$ cat src/rtl/rx_err_pkg.sv
package rx_err_pkg;

    // States of the error pin hold machine
    typedef enum logic [1:0] {
        HS_IDLE   = 2'd0,
        HS_ACTIVE = 2'd1,
        HS_HOLD   = 2'd2
    } hold_state_t;

    // States of the status-change detector
    typedef enum logic [1:0] {
        CS_DISARMED = 2'd0,
        CS_ARMED    = 2'd1,
        CS_FLAGGED  = 2'd2
    } stc_state_t;

    // Index of each sticky bit in the sampler vector
    localparam int STK_PAR  = 0;
    localparam int STK_BIP  = 1;
    localparam int STK_FRM  = 2;
    localparam int STK_V    = 3;
    localparam int STK_UNLK = 4;
    localparam int STK_NUM  = 5;

endpackage

$ cat src/rtl/rx_err_sampler.sv
module rx_err_sampler
    import rx_err_pkg::*;
(
    input  logic               clk,
    input  logic               rst_n,
    input  logic               subfr_stb,
    input  logic               par_err,
    input  logic               bip_err,
    input  logic               frm_err,
    input  logic               v_in,
    input  logic               unlock,
    input  logic               rd_clr,
    output logic               cur_par,
    output logic               cur_bip,
    output logic               cur_frm,
    output logic [STK_NUM-1:0] sticky
);

    logic [STK_NUM-1:0] set_ev;

    // Current subframe error levels, refreshed only on the strobe
    always_ff @(posedge clk) begin
        if (!rst_n) begin
            cur_par <= 1'b0;
            cur_bip <= 1'b0;
            cur_frm <= 1'b0;
        end else if (subfr_stb) begin
            cur_par <= par_err;
            cur_bip <= bip_err;
            cur_frm <= frm_err;
        end
    end

    always_comb begin
        set_ev           = '0;
        set_ev[STK_PAR]  = subfr_stb & par_err;
        set_ev[STK_BIP]  = subfr_stb & bip_err;
        set_ev[STK_FRM]  = subfr_stb & frm_err;
        set_ev[STK_V]    = subfr_stb & v_in;
        set_ev[STK_UNLK] = unlock;
    end

    // One sticky cell per flag; a set event beats the clearing read
    for (genvar i = 0; i < STK_NUM; i++) begin : g_sticky
        always_ff @(posedge clk) begin
            if (!rst_n) begin
                sticky[i] <= 1'b0;
            end else if (set_ev[i]) begin
                sticky[i] <= 1'b1;
            end else if (rd_clr) begin
                sticky[i] <= 1'b0;
            end
        end
    end

endmodule

$ cat src/rtl/rx_err_stc.sv
module rx_err_stc
    import rx_err_pkg::*;
#(
    parameter int STAT_W = 6
) (
    input  logic              clk,
    input  logic              rst_n,
    input  logic              fs_tick,
    input  logic              blk_stb,
    input  logic [STAT_W-1:0] status_in,
    input  logic              rd_clr,
    output logic              stc_flag
);

    stc_state_t        st_q;
    stc_state_t        st_d;
    logic [STAT_W-1:0] prev_q;
    logic              change;

    assign change = fs_tick && (status_in != prev_q);

    // Previous sample of the status field, taken once per sample period
    always_ff @(posedge clk) begin
        if (!rst_n) begin
            prev_q <= '0;
        end else if (fs_tick) begin
            prev_q <= status_in;
        end
    end

    always_comb begin
        st_d = st_q;
        unique case (st_q)
            CS_DISARMED: if (blk_stb)            st_d = CS_ARMED;
            CS_ARMED:    if (change)             st_d = CS_FLAGGED;
            CS_FLAGGED:  if (rd_clr && !change)  st_d = CS_ARMED;
            default:                             st_d = CS_DISARMED;
        endcase
    end

    always_ff @(posedge clk) begin
        if (!rst_n) begin
            st_q <= CS_DISARMED;
        end else begin
            st_q <= st_d;
        end
    end

    always_comb begin
        stc_flag = (st_q == CS_FLAGGED);
    end

endmodule

$ cat src/rtl/rx_err_hold.sv
module rx_err_hold
    import rx_err_pkg::*;
#(
    parameter int CNT_W = 13
) (
    input  logic             clk,
    input  logic             rst_n,
    input  logic             pll_off,
    input  logic             cause,
    input  logic             fs_tick,
    input  logic [CNT_W-1:0] hold_len,
    output logic             err_out
);

    hold_state_t      state_q;
    hold_state_t      state_d;
    logic [CNT_W-1:0] cnt_q;
    logic             last_tick;

    assign last_tick = fs_tick && (cnt_q <= CNT_W'(1));

    always_comb begin
        state_d = state_q;
        unique case (state_q)
            HS_IDLE:   if (cause)      state_d = HS_ACTIVE;
            HS_ACTIVE: if (!cause)     state_d = HS_HOLD;
            HS_HOLD: begin
                if (cause)             state_d = HS_ACTIVE;
                else if (last_tick)    state_d = HS_IDLE;
            end
            default:                   state_d = HS_IDLE;
        endcase
        if (pll_off) state_d = HS_IDLE;
    end

    always_ff @(posedge clk) begin
        if (!rst_n) begin
            state_q <= HS_IDLE;
        end else begin
            state_q <= state_d;
        end
    end

    // Remaining sample periods of the hold window
    always_ff @(posedge clk) begin
        if (!rst_n) begin
            cnt_q <= '0;
        end else if (state_d == HS_HOLD && state_q != HS_HOLD) begin
            cnt_q <= hold_len;
        end else if (state_q == HS_HOLD && fs_tick && cnt_q != '0) begin
            cnt_q <= cnt_q - CNT_W'(1);
        end
    end

    always_comb begin
        err_out = (state_q != HS_IDLE) && !pll_off;
    end

endmodule

$ cat src/rtl/rx_err_agg.sv
module rx_err_agg
    import rx_err_pkg::*;
#(
    parameter int STAT_W    = 6,
    parameter int HOLD_BASE = 512,
    parameter int SEL_W     = 2,
    parameter int SEL_DFLT  = 1
) (
    input  logic              clk,
    input  logic              rst_n,
    input  logic              serial_mode,
    input  logic              pll_off,
    input  logic              unlock,
    input  logic              subfr_stb,
    input  logic              par_err,
    input  logic              bip_err,
    input  logic              frm_err,
    input  logic              v_in,
    input  logic              fs_tick,
    input  logic              blk_stb,
    input  logic [STAT_W-1:0] status_in,
    input  logic              mask_dat,
    input  logic              mask_stc,
    input  logic [SEL_W-1:0]  hold_sel,
    input  logic              rd_stat_chg,
    input  logic              rd_stat_err,
    output logic              err_out,
    output logic              stk_par,
    output logic              stk_bip,
    output logic              stk_frm,
    output logic              stk_v,
    output logic              stk_unlk,
    output logic              stc_flag,
    output logic              dat_mute,
    output logic              dat_hold,
    output logic              v_low,
    output logic              cs_freeze
);

    localparam int MAX_SHIFT = (1 << SEL_W) - 1;
    localparam int CNT_W     = $clog2(HOLD_BASE << MAX_SHIFT) + 1;

    logic               cur_par;
    logic               cur_bip;
    logic               cur_frm;
    logic               cur_any;
    logic [STK_NUM-1:0] sticky;
    logic [SEL_W-1:0]   eff_sel;
    logic [CNT_W-1:0]   hold_len;
    logic               dat_cause;
    logic               stc_cause;
    logic               cause_any;

    rx_err_sampler u_samp (
        .clk       (clk),
        .rst_n     (rst_n),
        .subfr_stb (subfr_stb),
        .par_err   (par_err),
        .bip_err   (bip_err),
        .frm_err   (frm_err),
        .v_in      (v_in),
        .unlock    (unlock),
        .rd_clr    (rd_stat_err),
        .cur_par   (cur_par),
        .cur_bip   (cur_bip),
        .cur_frm   (cur_frm),
        .sticky    (sticky)
    );

    rx_err_stc #(.STAT_W(STAT_W)) u_stc (
        .clk       (clk),
        .rst_n     (rst_n),
        .fs_tick   (fs_tick),
        .blk_stb   (blk_stb),
        .status_in (status_in),
        .rd_clr    (rd_stat_chg),
        .stc_flag  (stc_flag)
    );

    // Parallel mode has no masks, no hold select and no status-change cause
    assign cur_any   = cur_par | cur_bip | cur_frm;
    assign eff_sel   = serial_mode ? hold_sel : SEL_W'(SEL_DFLT);
    assign hold_len  = CNT_W'(HOLD_BASE) << eff_sel;
    assign dat_cause = cur_any & ~(serial_mode & mask_dat);
    assign stc_cause = stc_flag & serial_mode & ~mask_stc;
    assign cause_any = unlock | dat_cause | stc_cause;

    rx_err_hold #(.CNT_W(CNT_W)) u_hold (
        .clk      (clk),
        .rst_n    (rst_n),
        .pll_off  (pll_off),
        .cause    (cause_any),
        .fs_tick  (fs_tick),
        .hold_len (hold_len),
        .err_out  (err_out)
    );

    assign stk_par   = sticky[STK_PAR];
    assign stk_bip   = sticky[STK_BIP];
    assign stk_frm   = sticky[STK_FRM];
    assign stk_v     = sticky[STK_V];
    assign stk_unlk  = sticky[STK_UNLK];

    // Audio path controls
    assign dat_mute  = unlock;
    assign v_low     = unlock;
    assign cs_freeze = unlock;
    assign dat_hold  = cur_any & ~unlock;

endmodule

$ cat config.mk
export PLATFORM = sky130hd
export DESIGN_NAME = rx_err_agg
export DESIGN_NICKNAME = d
export VERILOG_FILES = /design/src/rtl/rx_err_pkg.sv /design/src/rtl/rx_err_sampler.sv /design/src/rtl/rx_err_stc.sv /design/src/rtl/rx_err_hold.sv /design/src/rtl/rx_err_agg.sv
export SDC_FILE = /design/constraint.sdc
export NUM_CORES = 1
export LEC_CHECK = 0
export BUFFER_PORTS_ARGS = -buffer_cell sky130_fd_sc_hd__buf_4
export CAP_MARGIN = 20
export CORE_MARGIN = 5
export CORE_UTILIZATION = 50
export CTS_BUF_LIST = sky130_fd_sc_hd__clkbuf_16
export DETAILED_ROUTE_END_ITERATION = 16
export GPL_ROUTABILITY_DRIVEN = 0
export PLACE_DENSITY_LB_ADDON = 0.25
export SYNTH_ARGS = -nofsm -noshare
export SYNTH_HDL_FRONTEND = slang
export SYNTH_SLANG_ARGS = --single-unit
$ cat constraint.sdc
create_clock -name clk -period 2.45 [get_ports clk]
set_clock_uncertainty 0.1 [all_clocks]
set_input_delay 0.245 -clock clk [delete_from_list [all_inputs] [get_ports clk]]
set_output_delay 0.245 -clock clk [all_outputs]
set_load 0.02 [all_outputs]
==> results of run 1 <==
==> routing by layer <==
metal	wire length (um)	global-route usage, %	vias to the layer above
met2	1631	26.52	26
met3	185	5.565	5
met1	1527	20.27	648
met5	0	0	-
met4	46	7.360	0
li1	-	-	699
==> layout by cell type (no fill, tap or decap), types with 2 or more instances in the layout <==
cell type / synthesis / routed
buf_4: 4 / 35
nor4_1: 5 / 5
nand2b_1: 3 / 3
and3_1: 3 / 3
o31ai_1: 2 / 2
dfxtp_1: 31 / 31
nor4b_1: 3 / 3
nand3b_1: 3 / 3
mux2i_1: 6 / 6
clkbuf_16: 0 / 5
nor2_1: 14 / 14
nor2b_1: 11 / 11
xor2_1: 10 / 10
a21oi_1: 2 / 2
nand3_1: 12 / 12
xnor2_1: 5 / 5
ha_1: 3 / 3
nand4b_1: 4 / 4
a21boi_0: 6 / 6
a21o_1: 2 / 2
nor3b_1: 4 / 4
nand2_1: 18 / 18
nand4_1: 4 / 4
inv_1: 3 / 4
nor3_1: 2 / 2
o21ai_0: 3 / 3
==> registers in the layout, indices dropped and copies added, names as in the netlist <==
register        count
u_hold.cnt_q       13
u_hold.state_q      2
u_samp.cur_bip      1
u_samp.cur_frm      1
u_samp.cur_par      1
u_samp.sticky       5
u_stc.prev_q        6
u_stc.st_q          2
==> worst max-delay path by stage <==
| stage | from | to | slack [ns] | depth (start not counted) |
|---|---|---|---|---|
| after detailed placement | u_hold.cnt_q[2] | u_hold.cnt_q[1] | 0.37 | 4 |
| after floorplan | u_samp.cur_par | u_hold.cnt_q[9] | 0.65 | 5 |
| final | u_hold.cnt_q[2] | u_hold.cnt_q[1] | 0.34 | 4 |
| after global placement | u_hold.cnt_q[2] | u_hold.cnt_q[0] | 0.45 | 5 |
| after CTS | u_hold.cnt_q[2] | u_hold.cnt_q[1] | 0.36 | 4 |
| after global routing | u_hold.cnt_q[2] | u_hold.cnt_q[1] | 0.18 | 4 |
==> layout make-up <==
class	count	area share [%]
flip-flops and latches	31	31.16
multi-input cells	137	45.85
clock buffers	5	6.281
repair buffers	35	13.19
well taps	44	2.764
clock inverters	1	0.1884
inverters	3	0.5653
==> metrics by stage <==
step / utilization [%] / worst slack, ns / instances / power (W)
6_report: 65.25 / 0.3439 / 256 / 0.001220
5_1_grt: 65.25 / 0.1801 / 256 / 0.001277
4_1_cts: 65.25 / 0.3612 / 256 / 0.001237
3_5_place_dp: 61.02 / 0.3739 / 250 / 0.0006888
3_3_place_gp: 61.02 / 0.4496 / 250 / 0.0006831
2_1_floorplan: - / 0.6472 / 180 / 0.0006290
==> where the power goes <==
group	switching, W	total [W]	internal (W)
clock	0.000183	0.000541	0.000358
sequential	0.0000114	0.000535	0.000524
combinational	0.0000708	0.000144	0.0000730
total	0.000265	0.00122	0.000955
==> critical path: cells and delay by family (launching register included) <==
kind	cells	cell delay [ns]
AO/OA/AOI/OAI	1	0.24
AND/OR/NAND/NOR	3	1.33
flip-flops	1	0.34
==> cells by family (layout without fill, tap and decap cells) <==
logic type      after synthesis  after routing  synth area share, %
simple gates                 92             92                32.55
flops                        31             31                38.90
compound gates               21             21                10.35
xor+xnor                     15             15                8.235
buf+inv                      12             44                3.843
mux                           6              6                3.765
fa+ha+maj                     3              3                2.353
==> parameters.txt, run 1 <==
Parameter                              Value

Outcome
  Status ... finished, final reports clean

Cells and area
  Layout-stage area growth over the synthesis result ... 24.86%
  Final #Nets ... 240
  Fraction of final layout cells with drive strength greater than 1 ... 19.81%
  Final non-filler cell area ... 0.001992 mm^2
  Count of antenna diodes in the layout ... 0
  Multi-input logic area ... 913.4 um^2
  Storage cell area ... 620.6 um^2
  Number of fillers in the final layout ... 259

Logic synthesis
  Share of flip-flops with an asynchronous set or reset ... 0%
  Cell count after synthesis ... 180
  Syn Nets ... 207
  Post-synthesis cell area ... 0.001595 mm^2
  Number of distinct library cell variants in the gate-level netlist after synthesis ... 39
  Register area share after synthesis ... 38.90%
  Synthesized area per cell ... 8.863 um^2
  Number of warning messages in the yosys log ... 0
  Biggest area consumer among synthesized cells ... dfxtp_1
  Dominant cell by count in the synthesized netlist ... dfxtp_1
  Cell types occupying the most area after synthesis ... dfxtp_1 39%, xor2_1 5.5%, nor2b_1 4.3%
  Fraction of synthesized cell area taken by the top area cell type ... 38.90%
  Ranking of synthesized cells by instance count ... 31 x dfxtp_1, 18 x nand2_1, 14 x nor2_1, 12 x nand3_1, 11 x nor2b_1
  Flip-flop cell with the highest count after synthesis ... dfxtp_1
  Number of register bits inferred by synthesis ... 31
  Number of flops mapped to enable cells by yosys ... 0

Timing
  Worst hold-check slack ... 0.08258 ns
  Post-route clock period utilization ... 85.96%
  Number of hold violations in the final report ... 0
  Worst-case headroom to the max-slew limit ... 61.72%
  TNS Setup ... 0 ns
  Number of slew-limit violations in the final report ... 0
  Post-route minimum period ... 2.106 ns
  Final setup viols ... 0
  Slew @ Worst Pin ... 0.5729 ns
  Max Clk Rate ... 474.8 MHz
  Unrepaired setup endpoints after global routing ... no

Worst setup path
  Start of the worst register-to-register path ... u_hold.cnt_q[2]
  Critical path arrival ... 2.18 ns
  R2R Setup Slk ... 0.34 ns
  Critical Path RT ... 2.53 ns
  Slowest-stage cell, CP ... nor4_1
  Worst-path fanout max ... 11
  Critical path type ... flip-flop to flip-flop
  CP Capture Type ... flip-flop
  Slowest cell delay on critical path ... 0.53 ns
  Register-to-Register Path Depth ... 4
  Chain of cells forming the critical path ... nor4_1 -> nand4b_1 -> and2_1 -> a211oi_1
  Element type at the critical path start ... flip-flop
  Reg2reg end ... u_hold.cnt_q[1]

Pwr
  P_leak ... 0.8481 nW
  Maximum ir drop on the vdd rail ... 0.0003936 V
  Power density over the cells ... 612.6 mW/mm^2

Placed design
  PortBufs ... 34
  Standard cell area after detailed placement ... 0.001863 mm^2
  Post-DP HPWL ... 2.564 mm

GRT
  Wire length of the first global-routing pass ... 5.595 mm
  Via count of the first global-routing pass ... 1286
  Total grt overflow ... 0
  Number of antenna violations at the first check in global routing ... 0
  Pin count of the biggest net entering global routing ... 31
  Total GRT Usage ... 16.66%

Clocking
  Clk root buf ... clkbuf_16
  Post CTS Setup Buffer Count ... 0
  Clock network latency to the later pin of the worst-skew pair ... 0.27 ns
  Clock tree from TritonCTS ... done
  # resized after CTS ... 0
  Sinks on the clock net ... 31
  CTS HTree Levels ... 2
  Max clock buf depth ... 2
  Number of buffers added by the clock tree synthesis step ... 5
  Clock transition at the registers of the reported paths ... 0.05 ns
  Count of hold buffers inserted by post-cts repair ... 0

Detailed routing
  Initial DRT Pass Iterations ... 4
  Post-route ant nets ... 0
  Post-detailed-route DRC marker count ... 0
  Total wire length ... 3.390 mm
  Avg Vias per Cell ... 5.383
  First DRT Iteration DRCs ... 27
  Total vias in the final route ... 1378
  Routed length per instance ... 13.24 um

Floorplan
  Die ar. ... 0.004420 mm^2
  Width of the chip ... 66.49 um
  Rows ... 20
  Vertical die dimension ... 66.49 um
  Initial Utilization ... 52.25%
  Core box area ... 0.003053 mm^2
  I/O pin count ... 35

Min path
  Worst hold endpoint ... u_hold.state_q[0]
  Worst Hold Launch ... pll_off
  Number of stages on the worst hold path ... 2
  Worst min path class ... input pin to flip-flop

Job
  Max Cap Violations ... 0
(Power assumes the default switching activity.)
==> run 2: changes to the inputs <==
- CTS_CLUSTER_DIAMETER: not set -> 40
- SYNTH_HIERARCHICAL: not set -> 1
==> parameters.txt, run 2 <==
Parameter                              Value

Placed design
  Standard cell area after detailed placement ... 0.002117 mm^2
  Post-DP HPWL ... 3.101 mm
  PortBufs ... 34
  Post-place setup slack ... -0.03941 ns

Logic synthesis
  Synth Area in Compound Gates ... 22.21%
  Cell count after synthesis ... 205
  Number of register bits inferred by synthesis ... 31
  Ranking of synthesized cells by instance count ... 31 x dfxtp_1, 13 x nand2_1, 12 x nor2_1, 11 x nor2b_1, 11 x o21ai_0
  Biggest area consumer among synthesized cells ... dfxtp_1
  Combinational family with the most area after synthesis ... simple AND/OR/NAND/NOR gates
  Cell types occupying the most area after synthesis ... dfxtp_1 35%, nor2b_1 3.9%, mux2i_1 3.4%
  Register area share after synthesis ... 35.30%
  Synthesized-area fraction occupied by xor and xnor cells ... 3.986%
  Fraction of synthesized cell area taken by the top area cell type ... 35.30%
  Number of flops mapped to enable cells by yosys ... 0
  Post-synthesis share of cell area spent on full adders, half adders and majority gates ... 2.135%
  Share of synthesized area spent on multiplexers ... 3.416%
  Simple-gate share of the synthesized area ... 28.11%
  Synthesized area per cell ... 8.575 um^2
  Post-synthesis cell area ... 0.001758 mm^2
  Number of distinct library cell variants in the gate-level netlist after synthesis ... 55
  Flip-flop cell with the highest count after synthesis ... dfxtp_1
  Number of warning messages in the yosys log ... 6
  Dominant cell by count in the synthesized netlist ... dfxtp_1
  Share of flip-flops with an asynchronous set or reset ... 0%

Detailed routing
  Routed length per instance ... 14.75 um
  Avg Vias per Cell ... 5.612
  Post-detailed-route DRC marker count ... 0
  First DRT Iteration DRCs ... 187
  Total wire length ... 4.410 mm
  Initial DRT Pass Iterations ... 4
  Total vias in the final route ... 1678
  Post-route ant nets ... 0

Outcome
  Status ... finished, final reports clean

Timing
  Unrepaired setup endpoints after global routing ... no
  Number of hold violations in the final report ... 0
  Slew @ Worst Pin ... 0.4877 ns
  Worst setup slack after layout ... 0.1988 ns
  Post-route minimum period ... 2.251 ns
  Final setup viols ... 0
  Post-route clock period utilization ... 91.89%
  Max Clk Rate ... 444.2 MHz
  Number of slew-limit violations in the final report ... 0
  Worst-case headroom to the max-slew limit ... 67.18%

GRT
  Total GRT Usage ... 19.03%
  Met2 track demand over resource in global routing ... 30.61%
  Via count of the first global-routing pass ... 1664
  Pin count of the biggest net entering global routing ... 30
  Global-route met1 utilization ... 23.86%
  Wire length of the first global-routing pass ... 7.596 mm
  M3 GR Usage ... 5.652%
  Total grt overflow ... 0
  Most heavily used metal layer in global routing ... met2
  Number of antenna violations at the first check in global routing ... 0

Worst setup path
  CP Capture Type ... flip-flop
  Critical path arrival ... 2.31 ns
  Critical path type ... flip-flop to flip-flop
  Worst-path fanout max ... 17
  Critical Path RT ... 2.51 ns
  Element type at the critical path start ... flip-flop

Clocking
  Clock transition at the registers of the reported paths ... 0.05 ns
  CTS HTree Levels ... 2
  Max clock buf depth ... 2
  Post CTS Setup Buffer Count ... 0
  Clk root buf ... clkbuf_16
  Clock tree from TritonCTS ... done
  Sinks on the clock net ... 31
  # resized after CTS ... 1
  Number of buffers added by the clock tree synthesis step ... 5
  Clock network latency to the later pin of the worst-skew pair ... 0.27 ns
  Count of hold buffers inserted by post-cts repair ... 0

Pwr
  Design Power ... 0.001440 W
  Power density over the cells ... 629.3 mW/mm^2
  Maximum ir drop on the vdd rail ... 0.0003918 V
  P_leak ... 0.9691 nW

Cells and area
  Registers with the most flip-flops ... u_hold/cnt_q x13, u_stc/prev_q x6, u_samp/sticky x5
  Leading cell type in the layout, fill and taps excluded ... buf_4
  Finished Core Util ... 68.04%
  Count of antenna diodes in the layout ... 0
  Number of fillers in the final layout ... 291
  Max FFs per register ... 13
  Fraction of final layout cells with drive strength greater than 1 ... 24.51%
  Commonest cells after routing, fill and taps aside ... 42 x buf_4, 31 x dfxtp_1, 13 x nand2_1, 12 x nor2_1
  Final non-filler cell area ... 0.002288 mm^2
  Layout-stage area growth over the synthesis result ... 30.18%
  Register bank with the most flops ... u_hold/cnt_q
  Final #Nets ... 279

Floorplan
  Vertical die dimension ... 69.30 um
  Core box area ... 0.003363 mm^2
  Die ar. ... 0.004802 mm^2
  Rows ... 21
  I/O pin count ... 35
  Initial Utilization ... 52.27%
  Width of the chip ... 69.30 um

Job
  Max Cap Violations ... 0

Min path
  Worst min path class ... input pin to flip-flop
run 2: cell count changes after synthesis, sizes merged, moves of 5 or more:
cell / before / now
or3: 1 / 8
inv: 3 / 8
o21ai: 3 / 11
nand2: 18 / 13
a31oi: 1 / 6
a21oi: 2 / 7
or4: 0 / 7
nand3: 12 / 3
run 2: worst paths after layout:
check                 startpoint               end  slack [ns]  depth (start not counted)
setup / recovery   u_stc/st_q[0]   u_hold/cnt_q[1]        0.20                          6
hold / removal              v_in  u_samp/sticky[3]        0.14                          3
setup reg to reg   u_stc/st_q[0]   u_hold/cnt_q[1]        0.20                          6
hold reg to reg   u_samp/cur_frm    u_samp/cur_frm        0.37                          2
run 2: per-layer routing:
layer | up-vias | part of all wire [%]
met5 | - | 0
met4 | 0 | 0.88
met3 | 4 | 6.0
met2 | 50 | 50
met1 | 782 | 43
li1 | 842 | -
run 2: layout make-up:
cell class / count / area, um^2 / area share [%]
Clock buffer: 5 / 125.1 / 5.467
Timing Repair Buffer: 42 / 315.3 / 13.78
Multi-Input combinational cell: 164 / 1101 / 48.11
Inverter: 8 / 30.03 / 1.312
Clock inverter: 3 / 38.79 / 1.695
Tap cell: 46 / 57.56 / 2.515
Sequential cell: 31 / 620.6 / 27.12
run 2: cells by family after synthesis:
logic type,after synthesis
fa+ha+maj,3
mux,6
flops,31
other cells,1
simple gates,82
compound gates,56
xor+xnor,8
buf+inv,18
run 2: per-stage QoR:
step / hold slack (ns) / instances / TNS [ns]
after floorplan: 0.2625 / 213 / -0.02582
after global placement: 0.3522 / 291 / 0
after detailed placement: 0.3559 / 291 / -0.09300
after CTS: 0.1302 / 299 / 0
after global routing: 0.1344 / 299 / 0
final: 0.1361 / 299 / 0
run 2: power by group:
part / total [W] / leakage, nW / internal, W / switching [W]
Clock: 0.000685 / 0.0812 / 0.000473 / 0.000212
Combinational: 0.000210 / 0.634 / 0.0000995 / 0.000111
Sequential: 0.000545 / 0.253 / 0.000527 / 0.0000180
Total: 0.00144 / 0.969 / 0.00110 / 0.000341
run 2: critical path: stages (launching register included):
cell	delay, ns
dfxtp_1	0.35
and2b_2	0.23
nor2b_1	0.13
a221o_1	0.33
or4b_4	0.65
o32a_1	0.22
o311a_1	0.12
==> run 3: changes to the inputs <==
==> constraint.sdc (replaced) <==
create_clock -name clk -period 2.45 [get_ports clk]
set_clock_uncertainty 0.1 [all_clocks]
set_input_delay 0 -clock clk [delete_from_list [all_inputs] [get_ports clk]]
set_output_delay 0 -clock clk [all_outputs]
set_load 0.02 [all_outputs]
==> parameters.txt, run 3 (synthesized netlist as in run 2, its figures left out) <==
Parameter                              Value

Cells and area
  Non-filler cells in the finished layout ... 322
  Leading cell type in the layout, fill and taps excluded ... buf_4
  Max FFs per register ... 13
  Finished Core Util ... 74.89%
  Register bank with the most flops ... u_hold/cnt_q
  Fraction of final layout cells with drive strength greater than 1 ... 22.46%
  Final #Nets ... 302
  Registers with the most flip-flops ... u_hold/cnt_q x13, u_stc/prev_q x6, u_samp/sticky x5
  Layout-stage area growth over the synthesis result ... 43.27%
  Count of antenna diodes in the layout ... 0
  Commonest cells after routing, fill and taps aside ... 42 x buf_4, 31 x dfxtp_1, 23 x dlygate4sd3_1, 13 x nand2_1, 12 x nor2_1

Min path
  Number of stages on the worst hold path ... 4
  Worst min path class ... input pin to flip-flop
  Worst hold endpoint ... u_hold/cnt_q[9]
  Worst Hold Launch ... hold_sel[0]

Timing
  Worst setup slack after layout ... 0.1845 ns
  Worst hold-check slack ... 0.0001963 ns
  Max Clk Rate ... 441.4 MHz
  Number of hold violations in the final report ... 0
  Post-route minimum period ... 2.266 ns
  Number of slew-limit violations in the final report ... 0
  Post-route clock period utilization ... 92.47%
  Unrepaired setup endpoints after global routing ... no
  Final setup viols ... 0

Clocking
  Clock transition at the registers of the reported paths ... 0.05 ns
  Clock network latency to the later pin of the worst-skew pair ... 0.28 ns
  Sinks on the clock net ... 31
  Clock tree from TritonCTS ... done
  Max clock buf depth ... 2
  Number of buffers added by the clock tree synthesis step ... 5
  CTS HTree Levels ... 2
  Post CTS Setup Buffer Count ... 0
  Clk root buf ... clkbuf_16

Placed design
  Post-DP HPWL ... 3.101 mm
  PortBufs ... 34
  Post-place setup slack ... -0.03941 ns
  Instance count after placement with tap cells included ... 291

GRT
  Pin count of the biggest net entering global routing ... 30
  Wire length of the first global-routing pass ... 8.418 mm
  Number of antenna violations at the first check in global routing ... 0
  Via count of the first global-routing pass ... 1738
  Total grt overflow ... 0
  Total GRT Usage ... 21.71%

Floorplan
  Core box area ... 0.003363 mm^2
  Rows ... 21
  Vertical die dimension ... 69.30 um
  Initial Utilization ... 52.27%
  Width of the chip ... 69.30 um
  I/O pin count ... 35
  Die ar. ... 0.004802 mm^2

Worst setup path
  Start of the worst register-to-register path ... u_stc/st_q[0]
  Register-to-Register Path Depth ... 7
  R2R Setup Slk ... 0.18 ns
  Critical Path RT ... 2.52 ns
  Reg2reg end ... u_hold/cnt_q[10]
  Critical path type ... flip-flop to flip-flop
  CP Capture Type ... flip-flop
  Critical path arrival ... 2.34 ns
  Worst-path fanout max ... 17
  Element type at the critical path start ... flip-flop

Pwr
  Maximum ir drop on the vdd rail ... 0.0004982 V
  Switch Pwr ... 0.0003606 W
  Design Power ... 0.001484 W
  Part of the power in registers ... 36.7%
  Internal power consumption ... 0.001124 W
  Clock share of power ... 46.9%
  P_leak ... 1.067 nW
  Power density over the cells ... 589.3 mW/mm^2
  Part of the power in combinational logic ... 16.4%
  Switching Share ... 24.29%

Outcome
  Status ... finished, final reports clean

Detailed routing
  Routed length per instance ... 15.85 um
  Total vias in the final route ... 1777
  Post-route ant nets ... 0
  Post-detailed-route DRC marker count ... 0
  Initial DRT Pass Iterations ... 4
  First DRT Iteration DRCs ... 174
  Avg Vias per Cell ... 5.519
  Total wire length ... 5.104 mm

Job
  Max Cap Violations ... 0
## run 3: changes by cell type in the layout (fill, tap and decap cells not counted), sizes merged
cell         delta
dlygate4sd3    +23
## run 3: timing repair
item,CTS,global route
setup endpoints to repair,4,1
gates resized for setup,1,1
hold endpoints to repair,17,0
hold buffers,23,0
## run 3: area by class of cell
type,count,area (um^2)
clock inverter,3,38.79
fill,249,844.6
clock buffer,5,125.1
multi-input combinational,164,1101
inverter,8,30.03
tap,46,57.56
timing repair buffer,65,545.5
sequential,31,620.6
## run 3: worst max-delay path: stages, from the launching register on
cell,delay (ns)
dfxtp_1,0.35
and2b_2,0.23
nor2b_1,0.13
a221o_1,0.34
or4b_4,0.65
nand2_1,0.13
a21oi_1,0.05
o21a_1,0.17
## run 3: through the flow
stage,instance area [um^2],setup TNS (ns)
finish,2519,0
global route,2519,0
CTS,2515,0
detailed placement,2117,-0.09300
global placement,2117,0
floorplan,1809,-0.02582
## run 3: routing by layer
| metal | global-route usage, % | wire [um] | vias to the layer above |
|---|---|---|---|
| met2 | 35.49 | 2471 | 51 |
| met5 | 0 | 0 | - |
| met4 | 9.761 | 159 | 0 |
| met3 | 5.942 | 257 | 15 |
| li1 | - | - | 889 |
| met1 | 26.41 | 2215 | 822 |
## run 3: how the worst max path moves through the flow
stage                     slack, ns            start               end
after global routing           0.11  u_hold/cnt_q[2]  u_hold/cnt_q[11]
after global placement         0.04    u_stc/st_q[0]   u_hold/cnt_q[8]
after CTS                      0.11  u_hold/cnt_q[2]  u_hold/cnt_q[11]
after detailed placement      -0.04    u_stc/st_q[0]   u_hold/cnt_q[1]
after floorplan              -0.009    u_stc/st_q[0]   u_hold/cnt_q[9]
final                          0.18    u_stc/st_q[0]  u_hold/cnt_q[10]
## run 3: power by group through the flow
stage | registers [W] | logic (W) | clock network (W)
floorplan | 0.000556 | 0.000121 | 0
global placement | 0.000553 | 0.000201 | 0
detailed placement | 0.000554 | 0.000206 | 0
CTS | 0.000545 | 0.000237 | 0.000692
global route | 0.000548 | 0.000264 | 0.000736
finish | 0.000545 | 0.000243 | 0.000696
